==> src/rtl/nlc_pkg.sv <==
package nlc_pkg;
  localparam int NUM_GATES = 10;
  localparam int LVL_MAX   = 5;
  localparam int MI_W      = 16;
  localparam int SIN_W     = 15;

  typedef logic [NUM_GATES-1:0] gate_t;

  typedef struct packed {
    logic active;
    logic sampleTick;
  } strobe_t;

  // bit i drives switch S(i+1)
  function automatic gate_t posPattern(input logic [3:0] mag);
    case (mag)
      4'd0:    return 10'b00_0101_1001;
      4'd1:    return 10'b00_1001_1001;
      4'd2:    return 10'b00_0101_0101;
      4'd3:    return 10'b00_1001_0101;
      4'd4:    return 10'b00_1010_0101;
      4'd5:    return 10'b01_1000_0101;
      default: return '0;
    endcase
  endfunction

  function automatic gate_t mirrorGate(input gate_t g);
    gate_t r;
    r    = g;
    r[0] = g[1];
    r[1] = g[0];
    r[2] = g[3];
    r[3] = g[2];
    r[8] = g[9];
    r[9] = g[8];
    return r;
  endfunction

  function automatic logic [LVL_MAX*NUM_GATES-1:0] defaultNegTable();
    logic [LVL_MAX*NUM_GATES-1:0] t;
    t = '0;
    for (int m = 1; m <= LVL_MAX; m++)
      t[(m-1)*NUM_GATES +: NUM_GATES] = mirrorGate(posPattern(4'(m)));
    return t;
  endfunction
endpackage

==> src/rtl/nlc_ctrl.sv <==
module nlc_ctrl
  import nlc_pkg::*;
#(
  parameter int PRESC_DIV = 15625,
  parameter int ACC_W     = 16,
  parameter int IDX_W     = 8
) (
  input  logic             clk,
  input  logic             rst_n,
  input  logic             enable,
  input  logic [ACC_W-1:0] phaseInc,
  output strobe_t          strb,
  output logic [IDX_W-1:0] phaseIdx
);
  localparam int PW = (PRESC_DIV > 1) ? $clog2(PRESC_DIV) : 1;

  logic [PW-1:0]    divCnt;
  logic [ACC_W-1:0] acc;
  logic             tick;

  assign tick = enable && (divCnt == PW'(PRESC_DIV - 1));

  always_ff @(posedge clk or negedge rst_n) begin
    if (!rst_n) begin
      divCnt <= '0;
      acc    <= '0;
    end else if (!enable) begin
      divCnt <= '0;
      acc    <= '0;
    end else if (tick) begin
      divCnt <= '0;
      acc    <= acc + phaseInc;
    end else begin
      divCnt <= divCnt + 1'b1;
    end
  end

  assign strb.active     = enable;
  assign strb.sampleTick = tick;
  assign phaseIdx        = acc[ACC_W-1 -: IDX_W];

  // phase holds between ticks
  p_idx_hold_r3: assert property (@(posedge clk) disable iff (!rst_n)
    (enable && !tick) |=> $stable(phaseIdx));

  // ticks are spaced by the prescaler
  p_tick_spacing_r3: assert property (@(posedge clk) disable iff (!rst_n)
    ((PRESC_DIV > 1) && tick) |=> !tick);
endmodule

==> src/rtl/nlc_deadtime.sv <==
module nlc_deadtime #(
  parameter int DEAD_CYC = 20
) (
  input  logic clk,
  input  logic rst_n,
  input  logic wantA,
  input  logic wantB,
  output logic gateA,
  output logic gateB
);
  localparam int CW = (DEAD_CYC > 0) ? $clog2(DEAD_CYC + 1) : 1;

  logic [CW-1:0] offCnt;

  always_ff @(posedge clk or negedge rst_n) begin
    if (!rst_n) begin
      gateA  <= 1'b0;
      gateB  <= 1'b0;
      offCnt <= CW'(DEAD_CYC);
    end else if (gateA && !wantA) begin
      gateA  <= 1'b0;
      offCnt <= '0;
    end else if (gateB && !wantB) begin
      gateB  <= 1'b0;
      offCnt <= '0;
    end else if (!gateA && !gateB) begin
      if (offCnt >= CW'(DEAD_CYC - 1)) begin
        gateA <= wantA;
        gateB <= wantB && !wantA;
      end
      if (offCnt != CW'(DEAD_CYC)) offCnt <= offCnt + 1'b1;
    end
  end

  // checker-side gap counter
  logic [CW-1:0] gapSeen;
  always_ff @(posedge clk or negedge rst_n) begin
    if (!rst_n)                gapSeen <= CW'(DEAD_CYC);
    else if (gateA || gateB)   gapSeen <= '0;
    else if (gapSeen != CW'(DEAD_CYC)) gapSeen <= gapSeen + 1'b1;
  end

  p_excl_r8: assert property (@(posedge clk) disable iff (!rst_n)
    !(gateA && gateB));

  p_gap_a_r9: assert property (@(posedge clk) disable iff (!rst_n)
    $rose(gateA) |-> (gapSeen >= CW'(DEAD_CYC)));

  p_gap_b_r9: assert property (@(posedge clk) disable iff (!rst_n)
    $rose(gateB) |-> (gapSeen >= CW'(DEAD_CYC)));
endmodule

==> src/rtl/nlc_datapath.sv <==
module nlc_datapath
  import nlc_pkg::*;
#(
  parameter int QTR_BITS = 6,
  parameter int DEAD_CYC = 20,
  parameter logic [LVL_MAX*NUM_GATES-1:0] NEG_TABLE = defaultNegTable()
) (
  input  logic                  clk,
  input  logic                  rst_n,
  input  strobe_t               strb,
  input  logic [QTR_BITS+1:0]   phaseIdx,
  input  logic [MI_W-1:0]       modIndex,
  output logic [NUM_GATES-1:0]  gates,
  output logic signed [3:0]     levelCode
);
  localparam int QN    = 1 << QTR_BITS;
  localparam int IDX_W = QTR_BITS + 2;
  localparam int PR_W  = SIN_W + MI_W;
  localparam int SC_W  = PR_W + 3;
  localparam int FRAC  = PR_W - 1;

  // quarter-wave sine, half-sample offset
  logic [SIN_W-1:0] qRom [QN];
  for (genvar g = 0; g < QN; g++) begin : g_rom
    localparam real ANG = (real'(g) + 0.5) * 3.14159265358979 / (2.0 * real'(QN));
    assign qRom[g] = SIN_W'($rtoi(32767.0 * $sin(ANG) + 0.5));
  end

  logic                neg, mirror;
  logic [QTR_BITS-1:0] qAddr;
  logic [SIN_W-1:0]    sinMag;
  logic [PR_W-1:0]     prod;
  logic [SC_W-1:0]     scaled;
  logic [3:0]          rndMag, clampMag;
  logic signed [3:0]   nextLevel;

  assign neg      = phaseIdx[IDX_W-1];
  assign mirror   = phaseIdx[IDX_W-2];
  assign qAddr    = mirror ? ~phaseIdx[QTR_BITS-1:0] : phaseIdx[QTR_BITS-1:0];
  assign sinMag   = qRom[qAddr];
  assign prod     = PR_W'(sinMag) * PR_W'(modIndex);
  assign scaled   = SC_W'(prod) * SC_W'(LVL_MAX) + (SC_W'(1) << (FRAC - 1));
  assign rndMag   = scaled[SC_W-1 -: 4];
  assign clampMag = (rndMag > 4'(LVL_MAX)) ? 4'(LVL_MAX) : rndMag;
  assign nextLevel = (neg && clampMag != 4'd0) ? -$signed(clampMag) : $signed(clampMag);

  logic signed [3:0] levelQ;
  always_ff @(posedge clk or negedge rst_n) begin
    if (!rst_n)               levelQ <= '0;
    else if (!strb.active)    levelQ <= '0;
    else if (strb.sampleTick) levelQ <= nextLevel;
  end
  assign levelCode = levelQ;

  // pattern selection
  logic [3:0] absLvl;
  gate_t      pattern, want;
  assign absLvl = levelQ[3] ? 4'(-levelQ) : 4'(levelQ);

  always_comb begin
    pattern = posPattern(absLvl);
    if (levelQ[3]) begin
      pattern = '0;
      for (int m = 1; m <= LVL_MAX; m++)
        if (absLvl == 4'(m)) pattern = NEG_TABLE[(m-1)*NUM_GATES +: NUM_GATES];
    end
  end
  assign want = strb.active ? pattern : '0;

  // complementary pairs with dead time
  localparam int PAIR_LO [3] = '{0, 2, 6};
  logic [2:0] pairA, pairB;
  for (genvar p = 0; p < 3; p++) begin : g_pair
    nlc_deadtime #(.DEAD_CYC(DEAD_CYC)) u_dt (
      .clk   (clk),
      .rst_n (rst_n),
      .wantA (want[PAIR_LO[p]]),
      .wantB (want[PAIR_LO[p] + 1]),
      .gateA (pairA[p]),
      .gateB (pairB[p])
    );
  end

  // single switches: S5, S6, S9, S10
  logic [3:0] singleQ;
  always_ff @(posedge clk or negedge rst_n) begin
    if (!rst_n) singleQ <= '0;
    else        singleQ <= {want[9], want[8], want[5], want[4]};
  end

  gate_t gateAll;
  assign gateAll = {singleQ[3], singleQ[2], pairB[2], pairA[2], singleQ[1], singleQ[0],
                    pairB[1], pairA[1], pairB[0], pairA[0]};
  assign gates   = strb.active ? gateAll : '0;

  p_level_range_r11: assert property (@(posedge clk) disable iff (!rst_n)
    (levelCode >= -4'sd5) && (levelCode <= 4'sd5));

  p_level_hold_r3: assert property (@(posedge clk) disable iff (!rst_n)
    (strb.active && !strb.sampleTick) |=> $stable(levelCode));

  p_no_shoot_r8: assert property (@(posedge clk) disable iff (!rst_n)
    !(gates[0] && gates[1]) && !(gates[2] && gates[3]) && !(gates[6] && gates[7]));
endmodule

==> src/rtl/nlc_gate_gen.sv <==
module nlc_gate_gen
  import nlc_pkg::*;
#(
  parameter int PRESC_DIV = 15625,
  parameter int ACC_W     = 16,
  parameter int QTR_BITS  = 6,
  parameter int DEAD_CYC  = 20,
  parameter logic [LVL_MAX*NUM_GATES-1:0] NEG_TABLE = defaultNegTable()
) (
  input  logic                 clk,
  input  logic                 rst_n,
  input  logic                 enable,
  input  logic [ACC_W-1:0]     phaseInc,
  input  logic [MI_W-1:0]      modIndex,
  output logic [NUM_GATES-1:0] gates,
  output logic [3:0]           levelCode
);
  localparam int IDX_W = QTR_BITS + 2;

  strobe_t           strb;
  logic [IDX_W-1:0]  phaseIdx;
  logic signed [3:0] lvl;

  nlc_ctrl #(.PRESC_DIV(PRESC_DIV), .ACC_W(ACC_W), .IDX_W(IDX_W)) u_ctrl (
    .clk      (clk),
    .rst_n    (rst_n),
    .enable   (enable),
    .phaseInc (phaseInc),
    .strb     (strb),
    .phaseIdx (phaseIdx)
  );

  nlc_datapath #(.QTR_BITS(QTR_BITS), .DEAD_CYC(DEAD_CYC), .NEG_TABLE(NEG_TABLE)) u_dp (
    .clk       (clk),
    .rst_n     (rst_n),
    .strb      (strb),
    .phaseIdx  (phaseIdx),
    .modIndex  (modIndex),
    .gates     (gates),
    .levelCode (lvl)
  );

  assign levelCode = lvl;
endmodule

==> config.mk <==
export PLATFORM = sky130hd
export DESIGN_NAME = nlc_gate_gen
export DESIGN_NICKNAME = d
export VERILOG_FILES = /design/src/rtl/nlc_pkg.sv /design/src/rtl/nlc_ctrl.sv /design/src/rtl/nlc_deadtime.sv /design/src/rtl/nlc_datapath.sv /design/src/rtl/nlc_gate_gen.sv
export SDC_FILE = /design/constraint.sdc
export NUM_CORES = 1
export LEC_CHECK = 0
export ABC_AREA = 1
export BUFFER_PORTS_ARGS = -buffer_cell sky130_fd_sc_hd__buf_2
export CAP_MARGIN = 5
export CORE_ASPECT_RATIO = 0.5
export CORE_MARGIN = 10
export CORE_UTILIZATION = 70
export DETAILED_ROUTE_END_ITERATION = 6
export PLACE_DENSITY = 0.95
export SLEW_MARGIN = 20
export SYNTH_ARGS = -nofsm -noshare
export SYNTH_HDL_FRONTEND = slang
export SYNTH_SLANG_ARGS = --single-unit
==> constraint.sdc <==
create_clock -name clk -period 31 [get_ports clk]
set_clock_uncertainty 0.15 [all_clocks]
set_input_delay 3.1 -clock clk [delete_from_list [all_inputs] [get_ports clk]]
set_output_delay 3.1 -clock clk [all_outputs]
set_load 0.05 [all_outputs]
Word-level counts from Yosys, hierarchy flattened
Memories as Yosys holds them, arrays and structs flattened.
Cells that the tools add are included.
{ "op_classes": {"shifts": 0, "n_div": 0, "n_mux": 54, "n_lt_le_gt_ge": 5, "reduce_logical": 55, "n_eq_ne": 13, "n_addsub": 8, "bitwise_logic": 5, "n_mul": 2} }
{ "op_table": {"columns": ["cell", "count"], "rows": [
  ["5-bit two-way mux", 12],
  ["9-bit one-hot mux with 6 select lines", 1],
  ["10-bit two-way mux", 4],
  ["34-bit by 30-bit adder with 34-bit output, second input constant", 1],
  ["31-bit by 3-bit multiplier with 34-bit output, second input constant", 1],
  ["16-bit two-way mux", 2],
  ["8-bit two-way mux", 4],
  ["15-bit by 16-bit multiplier with 31-bit output", 1],
  ["15-bit two-way mux", 2],
  ["14-bit two-way mux", 2],
  ["2-bit nonzero test", 12],
  ["1-bit two-way mux", 21],
  ["4-bit two-way mux", 5],
  ["3-bit AND reduction", 6],
  ["3-bit nonzero test", 6],
  ["16-bit adder", 1],
  ["5-bit by 1-bit adder with 5-bit output, second input constant", 3],
  ["5-bit >= comparator, second input constant", 3],
  ["5-bit inequality test, second input constant", 3],
  ["14-bit by 1-bit adder with 14-bit output, second input constant", 1],
  ["14-bit equality test, second input constant", 1],
  ["1-bit logical AND", 14],
  ["1-bit logical NOT", 12],
  ["4-bit by 2-bit equality test with 1-bit output, second input constant", 2],
  ["other kinds (14)", 22]
]} }
{ "word_totals": {"mem_bits_rw": 0, "output_inout_bits": 14, "inputBits": 35, "ff_bits": 59, "mem_count": 1, "latch_bits": 0, "romBits": 960, "elab_cells": 156} }
{ "mem_list": {"columns": ["memory", "words", "word_bits", "rd", "rd_clocked_by_memory_dff", "wr", "line", "rtl"], "rows": [
  ["(name not given)", 64, 15, 1, 0, 0, "nlc_datapath.sv:40", "assign sinMag = qRom[qAddr];"]
]} }

Depth between registers and ports, before layout
{ "depth": {"word_depth": 16, "ltp_mapped": 68, "mapped_depth_nobuf": 66} }

Hierarchy
A second synthesis with hierarchy kept.
{ "unflattened": {"hier_cells": 2156, "hier_area_um2": 15396.0} }
{ "modules_own_cells": {"columns": ["mod", "cells_each", "n_inst", "seq_area_each_um2", "area_each_um2"], "rows": [
  ["nlc_datapath", 1595, 1, 200.2, 11599.9],
  ["nlc_ctrl", 357, 1, 750.7, 2373.5],
  ["nlc_deadtime", 68, 3, 177.7, 474.2]
]} }

Worst setup path after synthesis
Ideal clock, no wire load.
{ "synth_timing": {"path_type": "input to register", "startpoint": "input modIndex[5]", "endpoint": "register u_dp.levelQ[1], in the netlist u_dp.levelCode[1]", "path_stages": 51, "required_ns": 30.782, "path_buffers": 1, "arrival_ns": 11.069, "setup_slack_ns": 19.713, "setup_ns": 0.068, "cell_sequence": "buf_1 -> inv_1 -> nor2_1 -> fa_1 -> inv_1 -> fa_1 -> inv_1 -> fa_1 -> inv_1 -> fa_1 -> inv_1 -> fa_1 -> inv_1 -> fa_1 -> inv_1 -> ha_1 -> nand2_1 -> a21oi_1 -> [... 15 more ...] -> nand2_1 -> nor2_1 -> inv_1 -> nor2_1 -> inv_1 -> a2111oi_0 -> nand2_1 -> nand2_1 -> nand2_1 -> nand2_1 -> nand2_1 -> nand2_1 -> inv_1 -> ha_1 -> ha_1 -> nor3_1 -> a22oi_1 -> nand2_1"} }
{ "synth_via": {"elab_chain_len": 10, "word_cells_on_any_way": 11, "classes_between": "2 x add/sub; 2 x mul; 1 x order compare; 4 x mux; 2 x reduce/logical"} }
{ "synth_rtl": {"columns": ["item", "line", "rtl"], "rows": [
  ["start: declaration", "nlc_gate_gen.sv:14", "input logic [MI_W-1:0] modIndex,"],
  ["15-bit by 16-bit multiplier with 31-bit output (*)", "nlc_datapath.sv:41", "assign prod = PR_W'(sinMag) * PR_W'(modIndex);"],
  ["31-bit by 3-bit multiplier with 34-bit output (*)", "nlc_datapath.sv:42", "assign scaled = SC_W'(prod) * SC_W'(LVL_MAX) + (SC_W'(1) << (FRAC - 1));"],
  ["34-bit by 30-bit adder with 34-bit output (*)", "nlc_datapath.sv:42", null],
  ["4-bit by 3-bit > comparator with 1-bit output", "nlc_datapath.sv:44", "assign clampMag = (rndMag > 4'(LVL_MAX)) ? 4'(LVL_MAX) : rndMag;"],
  ["4-bit two-way mux (*)", "nlc_datapath.sv:44", null],
  ["parallel branches: the longest is 2 deep, another holds 4-bit negator", null, null],
  ["4-bit two-way mux (*)", "nlc_datapath.sv:45", "assign nextLevel = (neg && clampMag != 4'd0) ? -$signed(clampMag) : $signed(clampMag);"],
  ["4-bit two-way mux (*)", "nlc_datapath.sv:51", "else if (strb.sampleTick) levelQ <= nextLevel;"],
  ["4-bit two-way mux (*)", "nlc_datapath.sv:50", "else if (!strb.active) levelQ <= '0;"],
  ["end signal: assignment", "nlc_datapath.sv:51", null],
  ["end: declaration", "nlc_datapath.sv:47", "logic signed [3:0] levelQ;"]
]} }
Every way passes the cells marked *. The select of a mux whose other input is x is not followed.
A chain may end at the register's enable or synchronous reset.

Final worst setup path
{ "layout_timing": {"startpoint": "register u_ctrl.acc[14]", "endpoint": "register u_dp.levelQ[2], in the netlist u_dp.levelCode[2]"} }
{ "layout_via": {"elab_chain_len": 15, "word_cells_on_any_way": 16, "classes_between": "2 x add/sub; 2 x mul; 1 x order compare; 7 x mux; 1 x bitwise; 2 x reduce/logical; 1 x memory"} }
{ "layout_rtl": {"columns": ["item", "line", "rtl"], "rows": [
  ["start: declaration", "nlc_ctrl.sv:18", "logic [ACC_W-1:0] acc;"],
  ["start signal: assignment", "nlc_ctrl.sv:32", "acc <= acc + phaseInc;"],
  ["6-bit two-way mux (*)", "nlc_datapath.sv:39", "assign qAddr = mirror ? ~phaseIdx[QTR_BITS-1:0] : phaseIdx[QTR_BITS-1:0];"],
  ["6-bit inverter with 7-bit output (implied by the code) (*)", "nlc_datapath.sv:40", null],
  ["memory read 64 x 15 bit (*)", null, null],
  ["15-bit two-way mux (implied by the code) (*) (2 in a row)", "nlc_datapath.sv:40", null],
  ["15-bit by 16-bit multiplier with 31-bit output (*)", "nlc_datapath.sv:41", null],
  ["31-bit by 3-bit multiplier with 34-bit output (*)", "nlc_datapath.sv:42", null],
  ["34-bit by 30-bit adder with 34-bit output (*)", "nlc_datapath.sv:42", null],
  ["4-bit by 3-bit > comparator with 1-bit output", "nlc_datapath.sv:44", null],
  ["4-bit two-way mux (*)", "nlc_datapath.sv:44", null],
  ["parallel branches: the longest is 2 deep, another holds 4-bit negator", null, null],
  ["4-bit two-way mux (*)", "nlc_datapath.sv:45", null],
  ["4-bit two-way mux (*)", "nlc_datapath.sv:51", null],
  ["4-bit two-way mux (*)", "nlc_datapath.sv:50", null]
]} }
Marks and branches as above.

==> reports/metrics.csv <==
stage;metric;value;unit
clocking;clk buf depth;2;
synth;synthesis-stage register bit count;59;
grt;total track usage;29.4;%
synth;Yosys warnings;0;
min_path;worst hold path class;reg2reg;
synth;Post-synth ARST share;100;%
grt;global-route wire length before repair;66200;um
critical_path;CP dominant cell by count;nand2_1;
drt;DRC viols;8;
clocking;TritonCTS Buffers;9;
cells_and_area;filler-free cell count of the finished design;2245;
critical_path;Buf/Inv on CP;9;
pwr;P per Cell Area;61.5;nW/um2
pwr;internal power;0.438;mW
sta;crit path time final;12.02;ns
critical_path;CP max FO;30;
critical_path;worst path required time;31.11;ns
drt;Post-DRT Antenna Nets;0;
critical_path;nature of the critical path endpoint;flip-flop;
critical_path;slowest CP cell;dfrtp_1;
synth;Mapped Area;14500;um2
critical_path;delay-heaviest family, CP;adder cells;
flow_run;max_cap viols;0;
clocking;CTS clk-pin slew, worst paths;0.06;ns
clocking;# resized after CTS;0;
placement;GPL Wtd Cong;1.02;
sta;final worst setup slack;18.98;ns
synth;Avg Cell Area, Syn;7.44;um2
clocking;Clock Sinks;59;
floorplan;core area;20500;um2
drt;via count;13500;
critical_path;Worst setup SP type;flip-flop;
placement;pre-CTS setup slack;18.89;ns
clocking;worst-skew pair later-pin latency;0.33;ns
critical_path;CP peak stage delay;0.65;ns
pwr;Switching Share;53.0;%
synth;syn nets;2370;
grt;vias in the first global route;14000;
sta;Slew Viols, Final;0;
synth;area leader, netlist;fa_1;
cells_and_area;share of post-route cells with drive strength above 1;5.27;%
clocking;TritonCTS clock tree;built;
floorplan;# rows;37;
clocking;hold buffer count at cts;0;
placement;DP Wirelength;31900;um
status;status;complete, but fails checks;
pwr;clock power share;10.3;%
sta;# setup viols final;0;
grt;Overflow after GRT;0;
status;failing checks;DRC;
clocking;H-tree depth;3;
floorplan;Die H;122;um
pwr;sequential fraction of design power;10.9;%
synth;synth top area cells;fa_1 25%, ha_1 18%, nand2_1 11%;
clocking;CTS root buf;clkbuf_16;
grt;largest net degree at the start of global routing;60;
grt;met3 Usage GRT;8.66;%
placement;Port Buffers;48;
pwr;Pleak;8.36;nW
cells_and_area;area growth from synthesis to layout;4.72;%
drt;Post-Route WL;39600;um
drt;drt first-iter violations;1485;
sta;Slew @ Worst Pin;0.954;ns
drt;via-per-instance ratio;6.02;
floorplan;Top Ports;49;
floorplan;initial core utilization;70.8;%
grt;grt peak-use layer;met2;
grt;initial antenna violation count;0;
sta;Rel. slew slack;36.2;%
critical_path;WS Path Type;reg2reg;
pwr;Net Sw Power;0.495;mW
cells_and_area;Final Util;74.2;%
cells_and_area;Final Instance Area;15200;um2
grt;met1 Track Usage GR;34.1;%
synth;predominant post-synthesis flop cell;dfrtp_1;
drt;WL/cell;17.6;um
grt;met2 Use GR;49.1;%
placement;DP Area;14900;um2
sta;Highest Clock Rate;83.2;MHz
sta;Hold Vio Cnt, Final;0;
sta;Fin Setup TNS;0;ns
pwr;Logic pwr share;78.8;%
synth;Post-synth EDFFs;0;
synth;post-synthesis sequential area ratio;10.2;%
synth;Yosys cell types;57;
sta;post-route clock period utilization;38.8;%
sta;RSZ-0062 raised after global routing;no;
placement;dpl cells;2229;
synth;post-synth top area share;25.0;%
critical_path;worst path arrival time;12.13;ns
floorplan;die width;223;um
synth;Mapped Cells;1947;
cells_and_area;Final nets;2390;
floorplan;full die area;27200;um2
clocking;post-CTS setup buffer count;0;
cells_and_area;ANT cells;0;
drt;First-pass DRT Iterations;7;
pwr;Worst VDD drop;0.114;mV
-- synth_stat cells, types with 3 or more instances --
cell,count
buf_2,10
o31ai_1,7
a22oi_1,5
nand2_4,5
a221oi_1,4
ha_1,207
a211oi_1,6
o21ai_0,71
clkbuf_1,19
o22ai_1,9
nor3_1,29
a32o_1,3
nand4_1,10
a31oi_1,8
dfstp_2,6
o221ai_1,3
a21o_1,8
o2111ai_1,6
inv_1,373
xnor2_1,16
nand3_1,55
buf_6,4
nand2_1,406
nor2_4,4
clkinv_1,8
o311ai_0,4
fa_1,181
nor2_1,229
nor4_1,9
nand2_2,14
o211ai_1,12
buf_1,9
a21oi_1,89
or2_2,5
dfrtp_1,53
xor2_1,34
o21bai_1,3
-- cell usage in the layout (no fill, tap or decap), types with 8 or more instances in the layout --
master and count:
a21o_1 8, a21oi_1 89, a31oi_1 8, buf_2 48
clkbuf_16 9, clkinv_1 8, dfrtp_1 53, fa_1 181
ha_1 207, inv_1 373, nand2_1 406, nand2_2 14
nand3_1 55, nand4_1 10, nor2_1 229, nor3_1 29
nor4_1 9, o211ai_1 12, o21ai_0 71, o22ai_1 9
xnor2_1 16, xor2_1 34
-- metal layers --
layer / vias to the layer above / share of wire [%]
met1: 6213 / 38
met4: 0 / 5.8
li1: 6177 / -
met2: 889 / 45
met5: - / 0
met3: 243 / 12
-- per-stage QoR --
| step | hold WS, ns | power, mW |
|---|---|---|
| final | 0.341 | 0.933 |
| after global routing | 0.357 | 1.06 |
| after CTS | 0.338 | 0.925 |
| after detailed placement | 0.324 | 0.825 |
| after global placement | 0.324 | 0.798 |
| after floorplan | 0.304 | 0.668 |
-- tightest hold or removal path, cell delays in order, from the launching register on --
cell and delay (ns):
dfrtp_1 0.35, nand2_1 0.05, o31ai_1 0.06
-- power groups by stage --
stage / Sequential, mW / Combinational [mW] / Clock [mW]
final: 0.102 / 0.736 / 0.0957
after global routing: 0.104 / 0.856 / 0.0992
after CTS: 0.102 / 0.728 / 0.0956
after detailed placement: 0.103 / 0.722 / 0
after global placement: 0.102 / 0.696 / 0
after floorplan: 0.0999 / 0.568 / 0
-- path summary, 6_finish.rpt --
kind | start | end | slack, ns | cells past startpoint
max in group asynchronous | rst_n | u_dp.g_pair[1].u_dt.offCnt[3] | 27.42 | 2
setup / recovery | u_ctrl.acc[14] | u_dp.levelCode[2] | 18.98 | 52
setup reg to reg | u_ctrl.acc[14] | u_dp.levelCode[2] | 18.98 | 52
hold reg to reg | u_ctrl.acc[6] | u_ctrl.acc[6] | 0.34 | 2
hold / removal | u_ctrl.acc[6] | u_ctrl.acc[6] | 0.34 | 2
min in group asynchronous | rst_n | u_dp.g_pair[0].u_dt.offCnt[1] | 2.76 | 2
-- flip-flops by register name, indices dropped and copies added, names as in the netlist --
signal / count
u_dp.g_pair.u_dt.gateA: 3
u_dp.g_pair.u_dt.gateB: 3
u_dp.g_pair.u_dt.offCnt: 15
u_dp.singleQ: 4
u_ctrl.divCnt: 14
u_dp.levelCode: 4
u_ctrl.acc: 16
-- cells by family (layout without fill, tap and decap cells) --
family / after synthesis / count (layout) / synth area share (%)
XOR/XNOR: 51 / 51 / 3.13
buffers and inverters: 425 / 450 / 11.4
flip-flops: 59 / 59 / 10.2
AND/OR/NAND/NOR: 771 / 771 / 21.9
adder cells (fa/ha/maj): 388 / 388 / 42.9
AO/OA/AOI/OAI: 253 / 253 / 10.5
-- layout make-up --
| type | instances | area (um2) |
|---|---|---|
| Clock buffer | 13 | 240 |
| Timing Repair Buffer | 51 | 263 |
| Sequential cell | 59 | 1480 |
| Inverter | 383 | 1450 |
| Tap cell | 273 | 342 |
| Fill cell | 1515 | 5280 |
| Clock inverter | 3 | 40.0 |
| Multi-Input combinational cell | 1463 | 11400 |
(Power assumes the default switching activity.)
